File: config.mk
export PLATFORM = sky130hd
export DESIGN_NAME = arith_status_reg
export DESIGN_NICKNAME = d
export VERILOG_FILES = /design/src/rtl/status_pkg.sv /design/src/rtl/status_addsub.sv /design/src/rtl/status_word.sv /design/src/rtl/arith_status_reg.sv
export SDC_FILE = /design/constraint.sdc
export NUM_CORES = 1
export LEC_CHECK = 0
export BUFFER_PORTS_ARGS = -buffer_cell sky130_fd_sc_hd__buf_2
export CORE_ASPECT_RATIO = 1.75
export CORE_UTILIZATION = 35
export DETAILED_ROUTE_END_ITERATION = 16
export MAX_ROUTING_LAYER = met4
export RECOVER_POWER = 25
export SETUP_SLACK_MARGIN = 0.1
export SYNTH_ARGS = -nofsm -noshare
export SYNTH_HDL_FRONTEND = slang
export SYNTH_SLANG_ARGS = --single-unit
File: constraint.sdc
create_clock -name clk -period 7.5 [get_ports clk]
set_input_delay 1.125 -clock clk [delete_from_list [all_inputs] [get_ports clk]]
set_output_delay 1.125 -clock clk [all_outputs]
set_load 0.005 [all_outputs]
File: src/rtl/status_pkg.sv
package status_pkg;

    localparam int XLEN     = 32;
    localparam int STATUS_W = 32;
    localparam int NIB_W    = 4;

    typedef enum logic [1:0] {
        OP_ADD = 2'd0,
        OP_ADC = 2'd1,
        OP_SUB = 2'd2,
        OP_SBB = 2'd3
    } op_e;

    typedef enum logic [1:0] {
        SZ_BYTE  = 2'd0,
        SZ_HALF  = 2'd1,
        SZ_WORD  = 2'd2,
        SZ_WORD2 = 2'd3
    } size_e;

    localparam int SB_CARRY  = 0;
    localparam int SB_PARITY = 2;
    localparam int SB_ADJUST = 4;
    localparam int SB_ZERO   = 6;
    localparam int SB_SIGN   = 7;
    localparam int SB_OVF    = 11;

    localparam logic [STATUS_W-1:0] ARITH_BITS = 32'h0000_08D5;
    localparam logic [STATUS_W-1:0] CTL_BITS   = 32'h003F_7700;
    localparam logic [STATUS_W-1:0] ONE_BITS   = 32'h0000_0002;

    typedef struct packed {
        logic carry;
        logic parity;
        logic adjust;
        logic zero;
        logic sign;
        logic overflow;
    } arith_flags_t;

    function automatic logic [XLEN-1:0] size_mask(input size_e s);
        case (s)
            SZ_BYTE: size_mask = XLEN'(8'hFF);
            SZ_HALF: size_mask = XLEN'(16'hFFFF);
            default: size_mask = '1;
        endcase
    endfunction

    function automatic logic top_bit(input logic [XLEN:0] v, input size_e s);
        case (s)
            SZ_BYTE: top_bit = v[7];
            SZ_HALF: top_bit = v[15];
            default: top_bit = v[31];
        endcase
    endfunction

    function automatic logic out_bit(input logic [XLEN+1:0] v, input size_e s);
        case (s)
            SZ_BYTE: out_bit = v[8];
            SZ_HALF: out_bit = v[16];
            default: out_bit = v[32];
        endcase
    endfunction

    function automatic logic [STATUS_W-1:0] place_arith(input arith_flags_t f);
        logic [STATUS_W-1:0] w;
        w            = '0;
        w[SB_CARRY]  = f.carry;
        w[SB_PARITY] = f.parity;
        w[SB_ADJUST] = f.adjust;
        w[SB_ZERO]   = f.zero;
        w[SB_SIGN]   = f.sign;
        w[SB_OVF]    = f.overflow;
        return w;
    endfunction

endpackage

File: src/rtl/status_addsub.sv
module status_addsub
    import status_pkg::*;
(
    input  logic [XLEN-1:0] a_i,
    input  logic [XLEN-1:0] b_i,
    input  op_e             op_i,
    input  size_e           size_i,
    input  logic            carry_i,
    output logic [XLEN-1:0] res_o,
    output arith_flags_t    flags_o
);

    localparam int EXT_W = XLEN + 2;

    logic [XLEN-1:0]  mask;
    logic [XLEN-1:0]  am, bm;
    logic             cin, is_sub;
    logic [EXT_W-1:0] ext;
    logic [NIB_W+1:0] nib;
    logic             sa, sb, sr;

    always_comb begin
        mask   = size_mask(size_i);
        am     = a_i & mask;
        bm     = b_i & mask;
        is_sub = (op_i == OP_SUB) || (op_i == OP_SBB);
        cin    = carry_i && ((op_i == OP_ADC) || (op_i == OP_SBB));
        if (is_sub) begin
            ext = {2'b00, am} - {2'b00, bm} - EXT_W'(cin);
            nib = {2'b00, am[NIB_W-1:0]} - {2'b00, bm[NIB_W-1:0]} - (NIB_W+2)'(cin);
        end else begin
            ext = {2'b00, am} + {2'b00, bm} + EXT_W'(cin);
            nib = {2'b00, am[NIB_W-1:0]} + {2'b00, bm[NIB_W-1:0]} + (NIB_W+2)'(cin);
        end
        res_o = ext[XLEN-1:0] & mask;
        sa    = top_bit({1'b0, am}, size_i);
        sb    = top_bit({1'b0, bm}, size_i);
        sr    = top_bit({1'b0, res_o}, size_i);

        flags_o.carry    = is_sub ? ext[EXT_W-1] : out_bit(ext, size_i);
        flags_o.adjust   = nib[NIB_W];
        flags_o.parity   = ~^res_o[7:0];
        flags_o.zero     = (res_o == '0);
        flags_o.sign     = sr;
        flags_o.overflow = is_sub ? ((sa != sb) && (sr != sa))
                                  : ((sa == sb) && (sr != sa));
    end

endmodule

File: src/rtl/status_word.sv
module status_word
    import status_pkg::*;
(
    input  logic                clk,
    input  logic                rst,
    input  logic                arith_we_i,
    input  arith_flags_t        arith_i,
    input  logic                ctl_we_i,
    input  logic [STATUS_W-1:0] ctl_i,
    output logic [STATUS_W-1:0] word_o
);

    logic [STATUS_W-1:0] arith_vec;

    always_comb arith_vec = place_arith(arith_i);

    for (genvar i = 0; i < STATUS_W; i++) begin : g_bit
        if (ARITH_BITS[i]) begin : g_arith
            logic q;
            always_ff @(posedge clk) begin
                if (rst)             q <= 1'b0;
                else if (arith_we_i) q <= arith_vec[i];
            end
            assign word_o[i] = q;
        end else if (CTL_BITS[i]) begin : g_ctl
            logic q;
            always_ff @(posedge clk) begin
                if (rst)           q <= 1'b0;
                else if (ctl_we_i) q <= ctl_i[i];
            end
            assign word_o[i] = q;
        end else begin : g_fixed
            assign word_o[i] = ONE_BITS[i];
        end
    end

    a_r2_reserved_fixed: assert property (@(posedge clk) disable iff (rst)
        (word_o & ~(ARITH_BITS | CTL_BITS)) == ONE_BITS);

    a_r10_arith_hold: assert property (@(posedge clk) disable iff (rst)
        !arith_we_i |=> ((word_o & ARITH_BITS) == ($past(word_o) & ARITH_BITS)));

    a_r11_ctl_hold: assert property (@(posedge clk) disable iff (rst)
        !ctl_we_i |=> ((word_o & CTL_BITS) == ($past(word_o) & CTL_BITS)));

    a_r11_ctl_load: assert property (@(posedge clk) disable iff (rst)
        ctl_we_i |=> ((word_o & CTL_BITS) == ($past(ctl_i) & CTL_BITS)));

endmodule

File: src/rtl/arith_status_reg.sv
module arith_status_reg
    import status_pkg::*;
(
    input  logic            clk,
    input  logic            rst,
    input  logic [XLEN-1:0] opa,
    input  logic [XLEN-1:0] opb,
    input  logic [1:0]      op_sel,
    input  logic [1:0]      size_sel,
    input  logic            flag_we,
    input  logic            ctl_we,
    input  logic [31:0]     ctl_wdata,
    output logic [XLEN-1:0] result,
    output logic [31:0]     flags
);

    arith_flags_t new_flags;

    status_addsub u_addsub (
        .a_i     (opa),
        .b_i     (opb),
        .op_i    (op_e'(op_sel)),
        .size_i  (size_e'(size_sel)),
        .carry_i (flags[SB_CARRY]),
        .res_o   (result),
        .flags_o (new_flags)
    );

    status_word u_word (
        .clk        (clk),
        .rst        (rst),
        .arith_we_i (flag_we),
        .arith_i    (new_flags),
        .ctl_we_i   (ctl_we),
        .ctl_i      (ctl_wdata),
        .word_o     (flags)
    );

    a_r6_parity_tracks: assert property (@(posedge clk) disable iff (rst)
        flag_we |=> (flags[SB_PARITY] == ~^$past(result[7:0])));

    a_r8_zero_tracks: assert property (@(posedge clk) disable iff (rst)
        flag_we |=> (flags[SB_ZERO] == ($past(result) == '0)));

endmodule

==> impl_metrics.csv, run 1 <==
group,metric,value,unit
yosys,synth-seq-area-share,4.558,%
die,pin_count,168,
sta,whs,469.2,ps
global_route,grt_pass1_wl,43400,um
sta,setup_viol,0,
min_path,hp-class,"register to register",
critical_path,rr_startpoint,"u_word.g_bit[0].g_arith.q$_SDFFE_PP0P_",
min_path,worstHoldEndpoint,"u_word.g_bit[7].g_arith.q$_SDFFE_PP0P_",
pwr,powerDensity,117.8,nW/um^2
routing,drt-pass1-iter-count,8,
sta,max_slew.worst_pin.slew,957.9,ps
global_route,antenna_found_initial,0,
yosys,ys_seq_elements,18,
critical_path,crit_path_start_kind,"input pin",
routing,wire_per_inst,18.75,um
global_route,grt_use_total,24.80,%
yosys,synth_top_cell_by_area,"ha_1",
min_path,hold_path_depth,2,
placed_design,hpwl,24380,um
yosys,synth_area,7906,um^2
routing,dr.max_layer_used,"met4",
placed_design,dp_slack,477.7,ps
clock_network,hold_buffers,0,
sta,fin_crit_sh,93.07,%
critical_path,crit_path_max_incr_delay,570,ps
cells_and_area,n_antenna_cell,0,
pwr,power,1.034,mW
die,die_w,115.6,um
routing,wirelength,28440,um
critical_path,r2r_end,"u_word.g_bit[6].g_arith.q$_SDFFE_PP0P_",
cells_and_area,fin_util,39.60,%
sta,skew,0.9988,ps
min_path,worstHoldStart,"u_word.g_bit[7].g_arith.q$_SDFFE_PP0P_",
critical_path,critical_path_class,"input pin to primary output",
yosys,netlist_top_cells_area,"ha_1, xnor2_1, nor2_1",
critical_path,end_kind,"primary output",
clock_network,cts.sinks,18,
sta,tns,0,ps
clock_network,clock_latency,240,ps
sta,rsz0062_at_grt,"false",
routing,wl_met2,15560,um
cells_and_area,nets,1406,
routing,drt-met1-wl,9698,um
clock_network,cts_htree_levels,1,
die,die_h,200.8,um
sta,fmax,143.3,MHz
sta,min_period,6980,ps
pwr,ir_drop,0.08645,mV
placed_design,post_dp_cell_area,8686,um^2
sta,maxSlewViolCount,0,
critical_path,critPathMaxFanout,15,
yosys,synth_top_area_share,12.03,%
yosys,synth_edf_count,0,
global_route,overflow,0,
cells_and_area,nFillCells,2439,
yosys,yosysMostFrequentCell,"nor2_1",
yosys,yosysUniqueCellTypes,102,
routing,drtIter0Drc,492,
critical_path,cp_top_family,"simple AND/OR/NAND/NOR gates",
cells_and_area,drive_gt1_share,16.87,%
critical_path,critPathArrivalTime,5860,ps
status,outcome,"completed",
pwr,leakage,3.851,nW
clock_network,clock-root-buffer,"clkbuf_16",
routing,drc,0,
critical_path,slowest_stage,"or4_1",
die,fp-row-count,72,
routing,dr_wl_met3,807,um
cells_and_area,area_delta_synth_final,11.00,%
clock_network,cts_tree,"yes",
cells_and_area,multi_input_area,6808,um^2
sta,setup_slack,519.9,ps
cells_and_area,register_area,360.3,um^2
yosys,yosys_warnings,0,
clock_network,clockBufferDepth,2,
cells_and_area,design_area,8776,um^2
die,die_area,23220,um^2
critical_path,r2r_slack,2910,ps
die,start_util,35.68,%
sta,finalHoldViolCount,0,
yosys,synth-async-reset-ratio,0,%
yosys,synth_ff_type,"dfxtp_1",
routing,vias,8619,
yosys,netlist_instances,1132,
routing,vias_per_cell,5.682,
global_route,first_global_vias,8341,
placed_design,portBuffers,133,
critical_path,worstPathRequired,6380,ps
routing,ant_nets,0,
yosys,postSynthAreaPerCell,6.984,um^2
yosys,synthTopCellsByCount,"nor2_1, inv_1, ha_1",
die,coreArea,22160,um^2
sta,maxSlewHeadroom,35.76,%
global_route,grt_max_degree,35,
critical_path,r2r.worst_path.cells,16,
clock_network,clk_transition_reported_paths,50,ps
placed_design,place_inst,1513,
critical_path,path_cells,"buf_2, or2_2, and2_1, ha_1, or4_1, a21oi_1, a21boi_1, o31ai_1, nor4_1, nand4_1, a2111oi_0, nand4_1, mux2i_1, or3_1, buf_2",
placed_design,gp_congestion,0.9982,
cells_and_area,instances_no_fill,1517,
clock_network,cts_buffers,3,
critical_path,worst-path-buf-inv,2,
flow_run,cap_violations,0,
worst reg2reg max path: cells and delay by family, from the launching register on:
kind,cells,cell delay (ps)
AOI/OAI and AO/OA,2,450
DFF,1,370
and+or+nand+nor,10,2940
xor gates and xnor gates,1,180
adders and majority gates,3,580
sequential cells by signal, summed over array words and instances, names as in the netlist:
register and count:
u_word.g_bit.g_arith.q 6, u_word.g_bit.g_ctl.q 12
report_power, final:
part / internal, mW / switching, mW
Clock: 0.0811 / 0.0358
Sequential: 0.104 / 0.00413
Combinational: 0.309 / 0.500
Total: 0.494 / 0.539
routing by layer:
layer / up-vias / GRT usage [%]
li1: 4236 / -
met1: 4006 / 23.17
met2: 264 / 46.64
met3: 113 / 1.208
met4: 0 / 17.86
met5: - / -
worst max path at each step:
stage / endpoint / from / cells after the start / slack, ps
6_report: result[29] / size_sel[0] / 15 / 520
5_1_grt: result[29] / size_sel[0] / 15 / 130
3_3_place_gp: result[31] / size_sel[0] / 17 / 530
4_1_cts: result[31] / size_sel[0] / 17 / 470
2_1_floorplan: result[31] / size_sel[0] / 19 / 980
3_5_place_dp: result[31] / size_sel[0] / 17 / 480
layout by cell type (no fill, tap or decap), types with 21 or more instances in the layout:
| master | instances |
|---|---|
| a21oi_1 | 71 |
| and2_1 | 56 |
| buf_2 | 129 |
| buf_4 | 21 |
| ha_1 | 76 |
| inv_1 | 88 |
| mux2i_1 | 22 |
| nand2_1 | 75 |
| nand3_1 | 28 |
| nor2_1 | 100 |
| nor3_1 | 35 |
| nor4_1 | 24 |
| o21ai_0 | 34 |
| xnor2_1 | 69 |
| xor2_1 | 26 |
area by class of cell:
class                   instances  share of cell area [%]
multi-input cells             957                   77.57
repair buffers                154                   9.324
well taps                     296                   4.220
flip-flops and latches         18                   4.106
inverters                      88                   3.764
clock buffers                   4                   1.012
kinds of logic (layout without fill, tap and decap cells):
| logic type | count (synthesis) | after routing | share of synthesized area (%) |
|---|---|---|---|
| and+or+nand+nor | 446 | 446 | 31.16 |
| AOI/OAI and AO/OA | 298 | 298 | 27.51 |
| buffers and inverters | 169 | 246 | 9.986 |
| xor gates and xnor gates | 96 | 96 | 10.73 |
| adders and majority gates | 80 | 80 | 13.04 |
| muxes | 23 | 23 | 2.928 |
| DFF | 18 | 18 | 4.558 |
| other | 2 | 14 | 0.09499 |
timing repair:
item | CTS | global route
setup endpoints to repair | 0 | 1
hold endpoints to repair | 0 | 0
buffers inserted | 0 | 0
resized for setup | 0 | 1
No activity file was read; power rests on OpenSTA's default activity.
==> inputs of run 2 (changes only) <==
Settings changed: CTS_BUF_LIST set to sky130_fd_sc_hd__clkbuf_8.
==> run 2 against run 1 <==
Net effect: total power decreased by 3.9%; register-to-register slack hardly changed; clock skew hardly changed; fmax about the same; hold slack lost 1.1 ps; critical endpoint unchanged; highest routed layer unchanged.
==> impl_metrics.csv, run 2 (synthesized netlist as in run 1, its figures left out) <==
group,metric,value,unit
status,outcome,"completed",
critical_path,rr_startpoint,"u_word.g_bit[0].g_arith.q$_SDFFE_PP0P_",
pwr,powerDensity,113.7,nW/um^2
critical_path,critPathMaxFanout,15,
critical_path,crit_cells,15,
global_route,antenna_found_initial,0,
clock_network,cts.sinks,18,
sta,tns,0,ps
critical_path,slowest_stage,"or4_1",
global_route,first_global_vias,8325,
routing,vias,8597,
clock_network,clock-root-buffer,"clkbuf_8",
routing,wirelength,28340,um
die,die_h,200.8,um
critical_path,critical_path_class,"input pin to primary output",
pwr,ir_drop,0.07634,mV
die,pin_count,168,
cells_and_area,largest_register_ffs,12,
global_route,grt_pass1_wl,43330,um
die,die_w,115.6,um
clock_network,cts_buffers,3,
flow_run,cap_violations,0,
min_path,hp-class,"register to register",
cells_and_area,layout_common_cells,"buf_2, nor2_1, inv_1",
cells_and_area,top_regs,"u_word.g_bit.g_ctl.q: 12 flops, u_word.g_bit.g_arith.q: 6 flops",
routing,wire_per_inst,18.68,um
critical_path,crit_path_start_kind,"input pin",
die,start_util,35.68,%
routing,drt-pass1-iter-count,5,
critical_path,end_kind,"primary output",
clock_network,post_cts_buffers,0,
cells_and_area,n_antenna_cell,0,
cells_and_area,top_register,"u_word.g_bit.g_ctl.q",
critical_path,crit_path_max_incr_delay,580,ps
critical_path,r2r_end,"u_word.g_bit[6].g_arith.q$_SDFFE_PP0P_",
routing,vias_per_cell,5.667,
sta,fmax,143.1,MHz
sta,finalHoldViolCount,0,
die,coreArea,22160,um^2
critical_path,crit_path_end,"result[29]",
global_route,use_met2,46.66,%
cells_and_area,nFillCells,2445,
sta,rsz0062_at_grt,"false",
routing,ant_nets,0,
critical_path,startpoint,"size_sel[0]",
critical_path,critPathArrivalTime,5860,ps
global_route,grt_max_degree,35,
cells_and_area,drive_gt1_share,16.87,%
cells_and_area,final_common_cell,"buf_2",
sta,maxSlewHeadroom,35.12,%
sta,setup_viol,0,
placed_design,hpwl,24380,um
global_route,grtUsageMet3,1.178,%
critical_path,r2r_slack,2920,ps
sta,maxSlewViolCount,0,
sta,skew,0.6984,ps
critical_path,worst-path-buf-inv,2,
sta,fin_crit_sh,93.15,%
critical_path,worstPathRequired,6380,ps
sta,max_slew.worst_pin.slew,967.4,ps
min_path,worstHoldStart,"u_word.g_bit[7].g_arith.q$_SDFFE_PP0P_",
critical_path,path_cells,"buf_2, or2_2, and2_1, ha_1, or4_1, a21oi_1, a21boi_1, o31ai_1, nor4_1, nand4_1, a2111oi_0, nand4_1, mux2i_1, or3_1, buf_2",
cells_and_area,nets,1406,
placed_design,portBuffers,133,
global_route,use_met1,23.10,%
routing,drc,0,
clock_network,clock_latency,240,ps
die,die_area,23220,um^2
die,fp-row-count,72,
clock_network,clk_transition_reported_paths,60,ps
global_route,overflow,0,
critical_path,cp_top_family,"simple AND/OR/NAND/NOR gates",
global_route,top_usage_layer,"met2",
cells_and_area,area_delta_synth_final,10.57,%
clock_network,cts_htree_levels,1,
sta,min_period,6986,ps
clock_network,cts_tree,"yes",
clock_network,clockBufferDepth,2,
pwr,power,0.9937,mW
global_route,grt_use_total,24.75,%
placed_design,gp_congestion,0.9982,
routing,drtIter0Drc,506,
critical_path,r2r.worst_path.cells,16,
pwr,leakage,3.836,nW
run 2: cell counts in the layout (fill, tap and decap cells not counted):
No cell type changed its count.
run 2: worst register-to-register path: cells and delay by family, from the launching register on:
kind	cells	cell delay, ps
fa+ha+maj	3	580
compound gates	2	440
xor+xnor	1	180
simple gates	10	2950
flops	1	370
run 2: layout make-up:
class	instances	area, um^2	area share (%)
Sequential cell	18	360.3	4.122
Clock buffer	4	55.05	0.6297
Timing Repair Buffer	154	818.3	9.360
Inverter	88	330.3	3.778
Tap cell	296	370.4	4.236
Multi-Input combinational cell	957	6808	77.87
run 2: power breakdown:
group          switching (mW)  total (mW)  internal [mW]
registers             0.00404       0.108          0.104
clock network          0.0318      0.0784         0.0466
logic                   0.498       0.807          0.309
run 2: stage by stage:
stage | worst slack [ps] | std cells | hold slack (ps) | util [%] | area (um^2)
6_report | 513.7 | 1517 | 468.1 | 39.45 | 8742
5_1_grt | 130.1 | 1517 | 484.6 | 39.45 | 8742
4_1_cts | 466.6 | 1517 | 472.5 | 39.44 | 8741
3_5_place_dp | 477.7 | 1513 | 462.6 | 39.19 | 8686
3_3_place_gp | 530.5 | 1513 | 452.7 | 39.19 | 8686
2_1_floorplan | 983.8 | 1144 | 445.4 | - | 7951
run 2: timing repair:
item / in CTS / in global routing
setup endpoints to repair: 0 / 1
resized for setup: 0 / 1
hold endpoints to repair: 0 / 0
hold buffers: 0 / 0
run 2: metal layers:
metal / vias up / part of all wire (%)
li1: 4232 / -
met1: 4009 / 34
met2: 247 / 55
met3: 109 / 2.7
met4: 0 / 8.3
met5: - / 0
run 2: worst min-delay path by stage:
stage	to	slack [ps]	cells past startpoint
after floorplan	u_word.g_bit[11].g_arith.q$_SDFFE_PP0P_	450	2
after global placement	u_word.g_bit[7].g_arith.q$_SDFFE_PP0P_	450	2
after detailed placement	u_word.g_bit[7].g_arith.q$_SDFFE_PP0P_	460	2
after CTS	u_word.g_bit[7].g_arith.q$_SDFFE_PP0P_	470	2
after global routing	u_word.g_bit[11].g_arith.q$_SDFFE_PP0P_	480	2
final	u_word.g_bit[7].g_arith.q$_SDFFE_PP0P_	470	2
==> inputs of run 3 (changes only) <==
Settings changed: BUFFER_PORTS_ARGS -buffer_cell sky130_fd_sc_hd__buf_2 to unset, DONT_BUFFER_PORTS set to 1, RECOVER_POWER 25 to unset.
==> run 3 against run 2 <==
Net effect: clock power is essentially flat; clock skew barely moved; sequential share of layout area rose by 0.37 points; clock-buffer cell count did not move; flip-flop and latch count unchanged; final cell count down 9.2%; first-iteration DRC count down 7.5%; global-route usage down 0.88 points; sequential power grew 4%; cell area down 8.3%.
==> impl_metrics.csv, run 3 (synthesized netlist as in run 1, its figures left out) <==
group,metric,value,unit
pwr,combPwrFrac,79.6,%
placed_design,gp_congestion,0.9174,
cells_and_area,layout_common_cells,"nor2_1, inv_1, ha_1",
clock_network,post_cts_buffers,0,
placed_design,hpwl,23440,um
sta,tns,0,ps
routing,drt-met1-wl,9147,um
sta,rsz0062_at_grt,"false",
clock_network,clk_transition_reported_paths,70,ps
global_route,grt_pass1_wl,42030,um
min_path,worstHoldStart,"u_word.g_bit[7].g_arith.q$_SDFFE_PP0P_",
pwr,ir_drop,0.05955,mV
routing,drc,0,
routing,wirelength,27350,um
critical_path,r2r_end,"u_word.g_bit[6].g_arith.q$_SDFFE_PP0P_",
pwr,power,0.9320,mW
critical_path,crit_path_start_kind,"input pin",
sta,skew,0.5984,ps
sta,min_period,7019,ps
sta,maxSlewViolCount,0,
global_route,first_global_vias,8104,
cells_and_area,top_regs,"u_word.g_bit.g_ctl.q: 12 flops, u_word.g_bit.g_arith.q: 6 flops",
clock_network,cts_tree,"yes",
die,die_area,23220,um^2
critical_path,path_cells,"or2_2, and2_1, ha_1, or4_1, a21oi_1, a21boi_1, o31ai_1, nor4_1, nand4_1, nor4b_2, nor4b_1, xor2_1, o22ai_1",
min_path,hp-class,"register to register",
routing,drt-pass1-iter-count,5,
min_path,hold_path_depth,2,
clock_network,cts_buffers,3,
die,die_w,115.6,um
critical_path,critPathMaxFanout,20,
die,start_util,35.68,%
die,coreArea,22160,um^2
sta,finalHoldViolCount,0,
clock_network,clock_latency,250,ps
routing,vias,8034,
clock_network,clock-root-buffer,"clkbuf_8",
routing,dr.max_layer_used,"met4",
pwr,p_seq_share,12.0,%
die,fp-row-count,72,
flow_run,cap_violations,0,
global_route,antenna_found_initial,2,
critical_path,worstPathRequired,6380,ps
global_route,grt_max_degree,53,
clock_network,cts_htree_levels,1,
critical_path,crit_path_max_incr_delay,650,ps
routing,wl_met2,14790,um
die,die_h,200.8,um
cells_and_area,area_delta_synth_final,1.424,%
status,outcome,"completed",
routing,dr_wl_met3,1050,um
critical_path,slowest_stage,"or4_1",
cells_and_area,drive_gt1_share,6.302,%
die,pin_count,168,
sta,fin_crit_sh,93.58,%
routing,wire_per_inst,19.86,um
global_route,overflow,0,
sta,maxSlewHeadroom,39.08,%
cells_and_area,largest_register_ffs,12,
cells_and_area,nets,1264,
routing,ant_nets,0,
clock_network,clockBufferDepth,2,
pwr,power.switching,0.5116,mW
placed_design,portBuffers,0,
routing,vias_per_cell,5.834,
sta,fmax,142.5,MHz
sta,max_slew.worst_pin.slew,907.2,ps
min_path,worstHoldEndpoint,"u_word.g_bit[7].g_arith.q$_SDFFE_PP0P_",
pwr,leakage,3.243,nW
critical_path,end_kind,"primary output",
critical_path,critPathArrivalTime,5890,ps
critical_path,r2r.worst_path.cells,13,
critical_path,rr_startpoint,"u_word.g_bit[0].g_arith.q$_SDFFE_PP0P_",
critical_path,critical_path_class,"input pin to primary output",
routing,drtIter0Drc,468,
cells_and_area,final_common_cell,"nor2_1",
sta,setup_viol,0,
pwr,swShare,54.90,%
clock_network,cts.sinks,18,
cells_and_area,top_register,"u_word.g_bit.g_ctl.q",
pwr,p_int,0.4204,mW
pwr,powerDensity,116.2,nW/um^2
global_route,grt_use_total,23.87,%
critical_path,r2r_slack,2820,ps
pwr,pwr-share-clk,8.4,%
[run 3: cell types whose count changed in the layout (fill, tap and decap cells not counted)]
cell / before / now
buf_2: 129 / 0
buf_4: 21 / 12
clkbuf_1: 4 / 0
diode_2: 0 / 2
[run 3: routing by layer]
layer / track usage, % / vias up
met5: - / -
met4: 17.58 / 0
met3: 2.446 / 100
met2: 44.91 / 239
met1: 21.35 / 3753
li1: - / 3942
[run 3: final cells by class]
class / count / area [um^2]
clock buffers: 4 / 55.05
well taps: 296 / 370.4
flip-flops and latches: 18 / 360.3
fillers: 2501 / 14140
multi-input cells: 957 / 6808
inverters: 88 / 330.3
diodes: 2 / 5.005
repair buffers: 12 / 90.09
[run 3: worst max-delay path by stage]
stage                            from         end  slack, ps
final                     size_sel[0]  result[30]        480
after global routing      size_sel[0]  result[30]        180
after CTS                 size_sel[0]  result[31]        500
after detailed placement  size_sel[0]  result[31]        500
after global placement    size_sel[0]  result[31]        530
after floorplan           size_sel[0]  result[31]        980
[run 3: worst max-delay path, delay by kind of cell]
family / cells / cell delay [ps]
XOR/XNOR: 1 / 110
AND/OR/NAND/NOR: 7 / 3180
AO/OA/AOI/OAI: 4 / 980
adder cells (fa/ha/maj): 1 / 470
[run 3: stage by stage]
step                      area [um^2]  util (%)  hold WS (ps)  cells  worst slack, ps
after floorplan                  7951         -         445.4   1144            983.8
after global placement           7953     35.89         488.7   1371            528.1
after detailed placement         7953     35.89         494.8   1371            496.8
after CTS                        8008     36.13         504.3   1375            500.9
after global routing             8019     36.18         512.2   1377            178.3
final                            8019     36.18         501.9   1377            481.1
[run 3: what timing repair did]
item	in CTS	in global routing
setup endpoints to repair	0	1
hold buffers	0	0
gates resized for setup	0	1
[run 3: power by group through the flow]
| stage | sequential, mW | clock [mW] | combinational (mW) |
|---|---|---|---|
| after floorplan | 0.110 | 0 | 0.580 |
| after global placement | 0.114 | 0 | 0.729 |
| after detailed placement | 0.114 | 0 | 0.734 |
| after CTS | 0.112 | 0.0792 | 0.737 |
| after global routing | 0.112 | 0.0845 | 0.810 |
| final | 0.112 | 0.0787 | 0.741 |
